--- src/rtl/eaddr_pkg.sv ---
package eaddr_pkg;
  localparam int INSTR_W   = 32;
  localparam int AFIELD_W  = 17;
  localparam int IDX_SEL_W = 2;
  localparam int IDX_COUNT = 3;

  typedef enum logic [1:0] {
    ST_IDLE = 2'd0,
    ST_EVAL = 2'd1,
    ST_WAIT = 2'd2
  } res_state_e;

  // Fields of one addressing level (instruction or fetched pointer word)
  typedef struct packed {
    logic                 ind;
    logic [IDX_SEL_W-1:0] sel;
    logic [AFIELD_W-1:0]  field;
  } level_t;

  function automatic level_t take_level(input logic [INSTR_W-1:0] w);
    level_t l;
    l.ind   = w[31];
    l.sel   = w[30:29];
    l.field = w[AFIELD_W-1:0];
    return l;
  endfunction

  function automatic logic take_lit(input logic [INSTR_W-1:0] w);
    return w[28];
  endfunction
endpackage

--- src/rtl/eaddr_index_add.sv ---
module eaddr_index_add
  import eaddr_pkg::*;
#(
  parameter int ADDR_W = 18
) (
  input  logic [IDX_SEL_W-1:0]             sel,
  input  logic [AFIELD_W-1:0]              field,
  input  logic [IDX_COUNT-1:0][ADDR_W-1:0] idx_regs,
  output logic [ADDR_W-1:0]                sum
);
  localparam int NCAND = IDX_COUNT + 1;

  // Sum of field and index, wrapping at the index register width
  function automatic logic [ADDR_W-1:0] wrap_sum(input logic [AFIELD_W-1:0] f,
                                                 input logic [ADDR_W-1:0] x);
    return ADDR_W'(f) + x;
  endfunction

  logic [NCAND-1:0][ADDR_W-1:0] cand;

  assign cand[0] = '0;
  for (genvar g = 1; g < NCAND; g++) begin : g_cand
    assign cand[g] = idx_regs[g-1];
  end

  assign sum = wrap_sum(field, cand[sel]);
endmodule

--- src/rtl/eaddr_depth_ctr.sv ---
module eaddr_depth_ctr #(
  parameter int MAX_DEPTH = 16,
  localparam int CNT_W = $clog2(MAX_DEPTH + 1)
) (
  input  logic             clk,
  input  logic             rst_n,
  input  logic             clear,
  input  logic             inc,
  output logic [CNT_W-1:0] count,
  output logic             at_limit
);
  localparam logic [CNT_W-1:0] LIMIT = CNT_W'(MAX_DEPTH);

  always_ff @(posedge clk or negedge rst_n) begin
    if (!rst_n)     count <= '0;
    else if (clear) count <= '0;
    else if (inc)   count <= count + 1'b1;
  end

  assign at_limit = (count == LIMIT);


  depth_bound_chk: assert property (@(posedge clk) disable iff (!rst_n)
    count <= LIMIT);


  depth_step_chk: assert property (@(posedge clk) disable iff (!rst_n)
    (inc && !clear) |=> (count == $past(count) + 1'b1));
endmodule

--- src/rtl/eaddr_resolver.sv ---
module eaddr_resolver
  import eaddr_pkg::*;
#(
  parameter int ADDR_W    = 18,
  parameter int MAX_DEPTH = 16
) (
  input  logic               clk,
  input  logic               rst_n,
  input  logic               start_valid,
  output logic               start_ready,
  input  logic [INSTR_W-1:0] instr,
  input  logic [ADDR_W-1:0]  idx1,
  input  logic [ADDR_W-1:0]  idx2,
  input  logic [ADDR_W-1:0]  idx3,
  output logic               mem_req_valid,
  output logic [ADDR_W-1:0]  mem_req_addr,
  input  logic               mem_rsp_valid,
  input  logic [INSTR_W-1:0] mem_rsp_data,
  output logic               done,
  output logic [ADDR_W-1:0]  ea,
  output logic [INSTR_W-1:0] operand,
  output logic               operand_is_literal,
  output logic               error
);
  localparam int CNT_W = $clog2(MAX_DEPTH + 1);

  res_state_e        state_q;
  level_t            level_q;
  logic              lit_mode_q;
  logic [ADDR_W-1:0] req_addr_q;
  logic [ADDR_W-1:0] level_addr;
  logic [CNT_W-1:0]  depth;
  logic              at_limit;

  logic [IDX_COUNT-1:0][ADDR_W-1:0] idx_regs;
  assign idx_regs = {idx3, idx2, idx1};

  // Named internal events
  logic accept_evt, in_eval, level_final, level_chase, limit_hit, rsp_take;
  assign accept_evt  = start_valid && (state_q == ST_IDLE);
  assign in_eval     = (state_q == ST_EVAL);
  assign level_final = in_eval && !level_q.ind;
  assign limit_hit   = in_eval && level_q.ind && at_limit;
  assign level_chase = in_eval && level_q.ind && !at_limit;
  assign rsp_take    = (state_q == ST_WAIT) && mem_rsp_valid;

  eaddr_index_add #(.ADDR_W(ADDR_W)) u_add (
    .sel      (level_q.sel),
    .field    (level_q.field),
    .idx_regs (idx_regs),
    .sum      (level_addr)
  );

  eaddr_depth_ctr #(.MAX_DEPTH(MAX_DEPTH)) u_depth (
    .clk      (clk),
    .rst_n    (rst_n),
    .clear    (accept_evt),
    .inc      (level_chase),
    .count    (depth),
    .at_limit (at_limit)
  );

  always_ff @(posedge clk or negedge rst_n) begin
    if (!rst_n) begin
      state_q    <= ST_IDLE;
      level_q    <= '0;
      lit_mode_q <= 1'b0;
      req_addr_q <= '0;
    end else begin
      unique case (state_q)
        ST_IDLE: if (accept_evt) begin
          level_q    <= take_level(instr);
          lit_mode_q <= take_lit(instr);
          state_q    <= ST_EVAL;
        end
        ST_EVAL: begin
          if (level_chase) begin
            req_addr_q <= level_addr;
            state_q    <= ST_WAIT;
          end else begin
            state_q    <= ST_IDLE;
          end
        end
        ST_WAIT: if (rsp_take) begin
          level_q <= take_level(mem_rsp_data);
          state_q <= ST_EVAL;
        end
        default: state_q <= ST_IDLE;
      endcase
    end
  end

  // Result registers, updated only on completion
  always_ff @(posedge clk or negedge rst_n) begin
    if (!rst_n) begin
      done               <= 1'b0;
      ea                 <= '0;
      operand            <= '0;
      operand_is_literal <= 1'b0;
      error              <= 1'b0;
    end else begin
      done <= level_final || limit_hit;
      if (level_final) begin
        ea                 <= level_addr;
        operand            <= lit_mode_q ? INSTR_W'(level_addr) : '0;
        operand_is_literal <= lit_mode_q;
        error              <= 1'b0;
      end else if (limit_hit) begin
        ea                 <= level_addr;
        operand            <= '0;
        operand_is_literal <= 1'b0;
        error              <= 1'b1;
      end
    end
  end

  assign start_ready   = (state_q == ST_IDLE);
  assign mem_req_valid = (state_q == ST_WAIT);
  assign mem_req_addr  = req_addr_q;


  done_pulse_chk: assert property (@(posedge clk) disable iff (!rst_n)
    done |=> !done);


  busy_hold_chk: assert property (@(posedge clk) disable iff (!rst_n)
    (start_valid && start_ready) |=> !start_ready);


  req_busy_chk: assert property (@(posedge clk) disable iff (!rst_n)
    mem_req_valid |-> !start_ready);


  req_hold_chk: assert property (@(posedge clk) disable iff (!rst_n)
    (mem_req_valid && !mem_rsp_valid) |=> (mem_req_valid && $stable(mem_req_addr)));


  literal_value_chk: assert property (@(posedge clk) disable iff (!rst_n)
    (done && operand_is_literal) |-> (operand == INSTR_W'(ea)));


  nonliteral_zero_chk: assert property (@(posedge clk) disable iff (!rst_n)
    (done && !operand_is_literal) |-> (operand == '0));


  error_result_chk: assert property (@(posedge clk) disable iff (!rst_n)
    (done && error) |-> (!operand_is_literal && $past(mem_req_valid || in_eval)));
endmodule

--- config.mk ---
export PLATFORM = sky130hd
export DESIGN_NAME = eaddr_resolver
export DESIGN_NICKNAME = d
export VERILOG_FILES = /design/src/rtl/eaddr_pkg.sv /design/src/rtl/eaddr_index_add.sv /design/src/rtl/eaddr_depth_ctr.sv /design/src/rtl/eaddr_resolver.sv
export SDC_FILE = /design/constraint.sdc
export NUM_CORES = 1
export LEC_CHECK = 0
export BUFFER_PORTS_ARGS = -buffer_cell sky130_fd_sc_hd__buf_2
export CAP_MARGIN = 10
export CORE_AREA = 4 4 145 105
export CTS_BUF_LIST = sky130_fd_sc_hd__clkbuf_4 sky130_fd_sc_hd__clkbuf_8
export CTS_CLUSTER_SIZE = 14
export DETAILED_ROUTE_END_ITERATION = 8
export DIE_AREA = 0 0 149 109
export RECOVER_POWER = 100
export SYNTH_ARGS = -nofsm -noshare
export SYNTH_HDL_FRONTEND = slang
export SYNTH_SLANG_ARGS = --single-unit
--- constraint.sdc ---
create_clock -name clk -period 7.7 [get_ports clk]
set_input_delay 0.77 -clock clk [delete_from_list [all_inputs] [get_ports clk]]
set_output_delay 0.77 -clock clk [all_outputs]
set_load 0.005 [all_outputs]
# ---- Word level (Yosys, flattened, before mapping)
# Cells that the tools add are included.
dict set report totals {
  register_bits 99
  latchBits 0
  mem_bits_rw 0
  romBits 0
  input_bits 122
  out_inout_bits 73
  mem_count 0
}
dict set report op_classes {
  addsub 2
  mul 0
  n_div 0
  order_cmp 1
  eq_ne 5
  shift 0
  mux 20
  bitwise 0
  reduce_logical 17
}
# op count
set ops {}
lappend ops {{$mux W18} 4}
lappend ops {{$mux W32} 2}
lappend ops {{$mux W20} 2}
lappend ops {{$pmux W20 S2} 1}
lappend ops {{$bmux W18 S2} 1}
lappend ops {{$add A17 B18 Y18} 1}
lappend ops {{$mux W5} 2}
lappend ops {{$logic_and A1 B1 Y1} 6}
lappend ops {{$mux W2} 3}
lappend ops {{$pmux W2 S3} 1}
lappend ops {{$reduce_and A2 Y1} 3}
lappend ops {{$reduce_bool A2 Y1} 3}
lappend ops {{$add A5 B1 Y5 const B} 1}
lappend ops {{$eq A5 B5 Y1 const B} 1}
lappend ops {{$mux W1} 4}
lappend ops {{$ne A2 B1 Y1 const B} 2}
lappend ops {{$lt A2 B3 Y1 const B} 1}
lappend ops {{$reduce_and A3 Y1} 1}
lappend ops {{$eq A2 B1 Y1 const B} 1}
lappend ops {{$eq A2 B2 Y1 const B} 1}
lappend ops {{$logic_not A1 Y1} 2}
lappend ops {{$logic_not A2 Y1} 1}
lappend ops {{$logic_or A1 B1 Y1} 1}

# ---- Longest topological paths before layout
dict set report depth {
  depth_word 5
  ltp_mapped 13
  depth_no_buf 11
}

# ---- Cells and area by module
# Synthesis repeated with hierarchy kept, for this count alone.
dict set report hier_totals {
  hier_cells 418
  hier_area_um2 4942.2
}
# mod n_inst cells_per_inst area_per_inst_um2
set modules_own_cells {}
lappend modules_own_cells {eaddr_resolver 1 219 3325.7}
lappend modules_own_cells {eaddr_index_add 1 173 1317.5}
lappend modules_own_cells {eaddr_depth_ctr 1 26 299.0}

# ---- Least setup slack after synthesis
# OpenSTA, ideal clock, no wires.
dict set report synth_timing {
  path_kind {flip-flop to flip-flop}
  startpoint {register level_q[18] (netlist name)}
  endpoint {register ea[14]}
  setup_ns 0.125
  arrival_ns 3.143
  required_ns 7.575
  slack_ns 4.432
  path_stages_with_launch 14
  n_path_buf 4
  period_less_slack_ns 3.268
  cell_sequence {dfrtp_1 buf_1 clkbuf_1 mux2_2 a22o_1 ha_1 buf_6 and4_4 buf_6 a211o_1 o22a_1 o41ai_2 xnor2_1 mux2_2}
}
dict set report synth_between {
  elab_chain_len 5
}
# item line_no
set synth_rtl {}
lappend synth_rtl {{start: declaration} eaddr_resolver.sv:28} ;# level_t level_q;
lappend synth_rtl {{start signal: assignment} eaddr_resolver.sv:72} ;# level_q <= take_level(instr);
lappend synth_rtl {{start signal: assignment} eaddr_resolver.sv:85} ;# level_q <= take_level(mem_rsp_data);
lappend synth_rtl {{$bmux W18 S2 *} eaddr_index_add.sv:26} ;# assign sum = wrap_sum(field, cand[sel]);
lappend synth_rtl {{$mux W18 (implied by the code) *} eaddr_index_add.sv:26}
lappend synth_rtl {{$add A17 B18 Y18 *} eaddr_index_add.sv:16} ;# return ADDR_W'(f) + x;
lappend synth_rtl {{$mux W18} eaddr_resolver.sv:108} ;# end else if (limit_hit) begin
lappend synth_rtl {{$mux W18 *} eaddr_resolver.sv:103} ;# if (level_final) begin
lappend synth_rtl {{end signal: assignment} eaddr_resolver.sv:104} ;# ea <= level_addr;
lappend synth_rtl {{end signal: assignment} eaddr_resolver.sv:109} ;# ea <= level_addr;
lappend synth_rtl {{end: declaration} eaddr_resolver.sv:20} ;# output logic [ADDR_W-1:0] ea,
# Mark *: on every way between the ends. The rest lies on a longest branch, timed or not. The select of a mux whose other input is x is not followed.
# A chain may end at the register's enable or synchronous reset.

# ---- Worst setup path after layout
dict set report layout_timing {
  startpoint {register state_q[0]}
  endpoint {register level_q[7] (netlist name)}
}
dict set report layout_between {
  elab_chain_len 4
  elab_cells_between_ends 9
  classes_between {eq/ne (3); mux (1); reduce/logical (5)}
}
# item line_no
set layout_rtl {}
lappend layout_rtl {{start: declaration} eaddr_resolver.sv:27} ;# res_state_e state_q;
lappend layout_rtl {{start signal: assignment} eaddr_resolver.sv:65} ;# state_q <= ST_IDLE;
lappend layout_rtl {{start signal: assignment} eaddr_resolver.sv:74} ;# state_q <= ST_EVAL;
lappend layout_rtl {{start signal: assignment} eaddr_resolver.sv:79} ;# state_q <= ST_WAIT;
lappend layout_rtl {{$eq A2 B2 Y1 / $logic_not A2 Y1 (equally long branches)} {eaddr_resolver.sv:45, eaddr_resolver.sv:70, eaddr_resolver.sv:40}}
lappend layout_rtl {{$logic_and A1 B1 Y1 (on tied branches)} {eaddr_resolver.sv:45, eaddr_resolver.sv:40}}
lappend layout_rtl {{$ne A2 B1 Y1 (no line)} --}
lappend layout_rtl {{$reduce_and A3 Y1 (no line)} --}
# Parallel ways exist; a longest one is shown, timed or not.

==> metrics.md <==
| Metric | Value |
|---|---|
| Status | finished, violations left |
| Failing checks | max-capacitance violations, max-slew violations |
| Cell with the most instances after synthesis | dfrtp_1 |
| Max-cap violations | 5 |
| Pwr dens | 451 nW/um^2 |
| Finished Layout Cells | 826 |
| Distinct cells, synth | 51 |
| Insertion delay to the later sink of the worst-skew pair | 350 ps |
| WP depth | 4 |
| Layout cells sized above 1 | 0.256 |
| Peak Freq | 216 MHz |
| Tmin final | 4630 ps |
| CTS tree | yes |
| Synthesized-area fraction occupied by adder cells | 0.0542 |
| Crit-path max cell delay | 1930 ps |
| Largest net degree at the start of global routing | 86 |
| Critical path class | reg2reg |
| Worst hold path class | reg2reg |
| Post-DP HPWL | 10.2 mm |
| Arr. time, crit path | 4760 ps |
| Io pins | 195 |
| Clock transition at path regs | 90 ps |
| Fin nets | 773 |
| Reg-to-Reg Start | state_q[0]$_DFFE_PN0P_ |
| Flip-flop and latch count after synthesis | 85 |
| Seq/Total Area, Yosys | 0.447 |
| Core Footprint | 13800 um^2 |
| Avg Cell Area, Syn | 9.65 um^2 |
| Layout area overhead | 21.3% |
| Routed WL per cell | 15.9 um |
| Clk_skew | 5.76 ps |
| GRT Total Usage | 0.161 |
| Largest family of logic cells by synthesized area | compound AO/OA/AOI/OAI gates |
| Pwr Total | 2.60 mW |
| Final WL | 13.1 mm |
| PortBufs | 157 |
| Post-synth ARST share | 1.00 |
| Synth Area in Compound Gates | 0.175 |
| Die height | 109 um |
| Vias | 3998 |
| Met1 usage | 0.231 |
| Relative slew slack | -2.06 |
| Final setup violation count | 0 |
| WP data required | 7830 ps |
| Reg2reg path depth | 4 |
| Slew @ Worst Pin | 4600 ps |
| Setup TNS Final | 0 ps |
| Synth Flop Type | dfrtp_1 |
| Worst setup EP type | flop |
| Hold_buf cts | 0 |
| Lkg Pwr | 2.74 nW |
| Total CTS buffers | 9 |
| DRC | 0 |
| Mapped Cells | 493 |
| GPL Wtd Cong | 0.854 |
| Hold Path Depth | 2 |
| Antenna violations before repair | 0 |
| Maximum fanout along the worst path | 41 |
| Hold path startpoint | operand[8]$_DFFE_PN0P_ |
| CP cell instances | nor2b_1 -> a21oi_1 -> nand2_1 -> o21ai_0 |
| Crit path launch type | flop |
| Slew Limit Fails | 232 |
| Clock Sinks | 85 |
| Vias in the first global route | 3983 |
| EDFF count, synth | 0 |
| Detail Route Antenna Nets | 0 |
| Post-synthesis xor/xnor area fraction | 0.0313 |
| Floorplan row count | 36 |
| Post_cts resized | 0 |
| Fin. Hold Viols | 0 |
| Most used routing layer | met2 |
| # diodes | 0 |
| GR Util met2 | 0.243 |
| Top cells by count, synth | dfrtp_1, nand2_1, o21ai_0 |
| Yosys top cell area share | 0.447 |
| Initial cell density of the core | 0.345 |
| Synth Area in Simple Gates | 0.124 |
| Ys Warns | 0 |
| Ranking of synthesized cells by area | dfrtp_1, nand2_1, mux2_2 |
| Drt via density | 4.84 |
| TritonRoute pass-1 iters | 4 |
| Placed cells | 810 |
| Chip width | 149 um |
| Worst Hold Margin | 483 ps |
| Met3 GRT Util | 0.0386 |
| Synth Cell Area | 4760 um^2 |
| GRT overflow | 0 |
| Crit-path leading delay family | simple AND/OR/NAND/NOR gates |
| CP startpoint | state_q[0]$_DFFE_PN0P_ |
| First-pass GRT wire length | 20.6 mm |
| Clk root buf | clkbuf_8 |
| Worst path slowest cell | nor2b_1 |
| Postcts setup bufs | 0 |
| Htree depth | 3 |
| Unrepaired setup endpoints after global routing | no |
| Die footprint | 16200 um^2 |
| Worst VDD drop | 0.157 mV |
| Crit path buf inv count | 0 |
| Iteration-0 DRC Markers | 195 |
| Worst-case clock buffer depth | 2 |
| Fin crit share | 0.601 |
| Mux share of post-synthesis cell area | 0.108 |
| Synth area leader | dfrtp_1 |
## cell families after synthesis
kind of cell,count (synthesis)
AOI/OAI and AO/OA,134
and+or+nand+nor,134
DFF,85
buffers and inverters,54
muxes,48
adders and majority gates,20
xor gates and xnor gates,17
other,1
## layer usage
layer	share of wire	wire length, um
met1	0.50	6560
met2	0.42	5460
met3	0.064	834
met4	0.019	255
met5	0	0
## registers in the layout, summed over array words and instances (netlist names)
register / cells
done: 1
ea: 18
error: 1
level_q: 20
lit_mode_q: 1
mem_req_addr: 18
operand: 18
operand_is_literal: 1
state_q: 2
u_depth.count: 5
## through the flow
stage	instance area (um^2)	util	setup slack [ps]
finish	5770	0.419	3070
floorplan	4810	-	4430
detailed placement	5620	0.407	3820
CTS	5850	0.424	3780
global placement	5620	0.407	3910
global route	5770	0.419	2090
## cell type report
cell class | count | area [um^2]
Fill cell | 1419 | 8010
Inverter | 9 | 33.8
Tap cell | 190 | 238
Sequential cell | 85 | 2130
Timing Repair Buffer | 159 | 752
Multi-Input combinational cell | 367 | 2380
Clock inverter | 7 | 110
Clock buffer | 9 | 124
## final timing paths
check / end / slack, ps
min reg2reg: operand[8]$_DFFE_PN0P_ / 480
min in group asynchronous: operand_is_literal$_DFFE_PN0P_ / 2040
max in group asynchronous: level_q[12]$_DFFE_PN0P_ / 3090
min: operand[8]$_DFFE_PN0P_ / 480
max reg2reg: level_q[7]$_DFFE_PN0P_ / 3070
max: level_q[7]$_DFFE_PN0P_ / 3070
## cell usage in the layout (no fill, tap or decap), types with 2 or more instances in the layout
cell       instances
conb_1            14
a21oi_1           21
mux2_1             2
a31oi_1            2
nand2_1           83
dfrtp_1           85
nand4_1            3
o21ai_0           68
and4_1             2
xor2_1            10
bufinv_16          2
mux2i_1           23
mux2_2            23
o41ai_1            2
clkbuf_1          34
ha_1              19
buf_2            124
nor2_1            18
clkbuf_8           9
o211ai_1           5
a21o_1             2
and3_1             3
clkinv_4           2
o211a_1            2
nor2b_1            5
xnor2_1            7
a22o_1            20
nand3_1            8
inv_1              9
nand2b_1           4
## worst reg2reg max path: cells and delay by family, from the launching register on
family	cells	cell delay, ps
flops	1	410
compound gates	2	1710
simple gates	2	2280
## power by group
group	switching, mW	leakage, nW	total, mW	internal [mW]
combinational	0.876	1.55	1.45	0.569
clock	0.175	0.113	0.362	0.188
sequential	0.147	1.07	0.792	0.645
total	1.20	2.74	2.60	1.40
No activity file was read; power rests on OpenSTA's default activity.
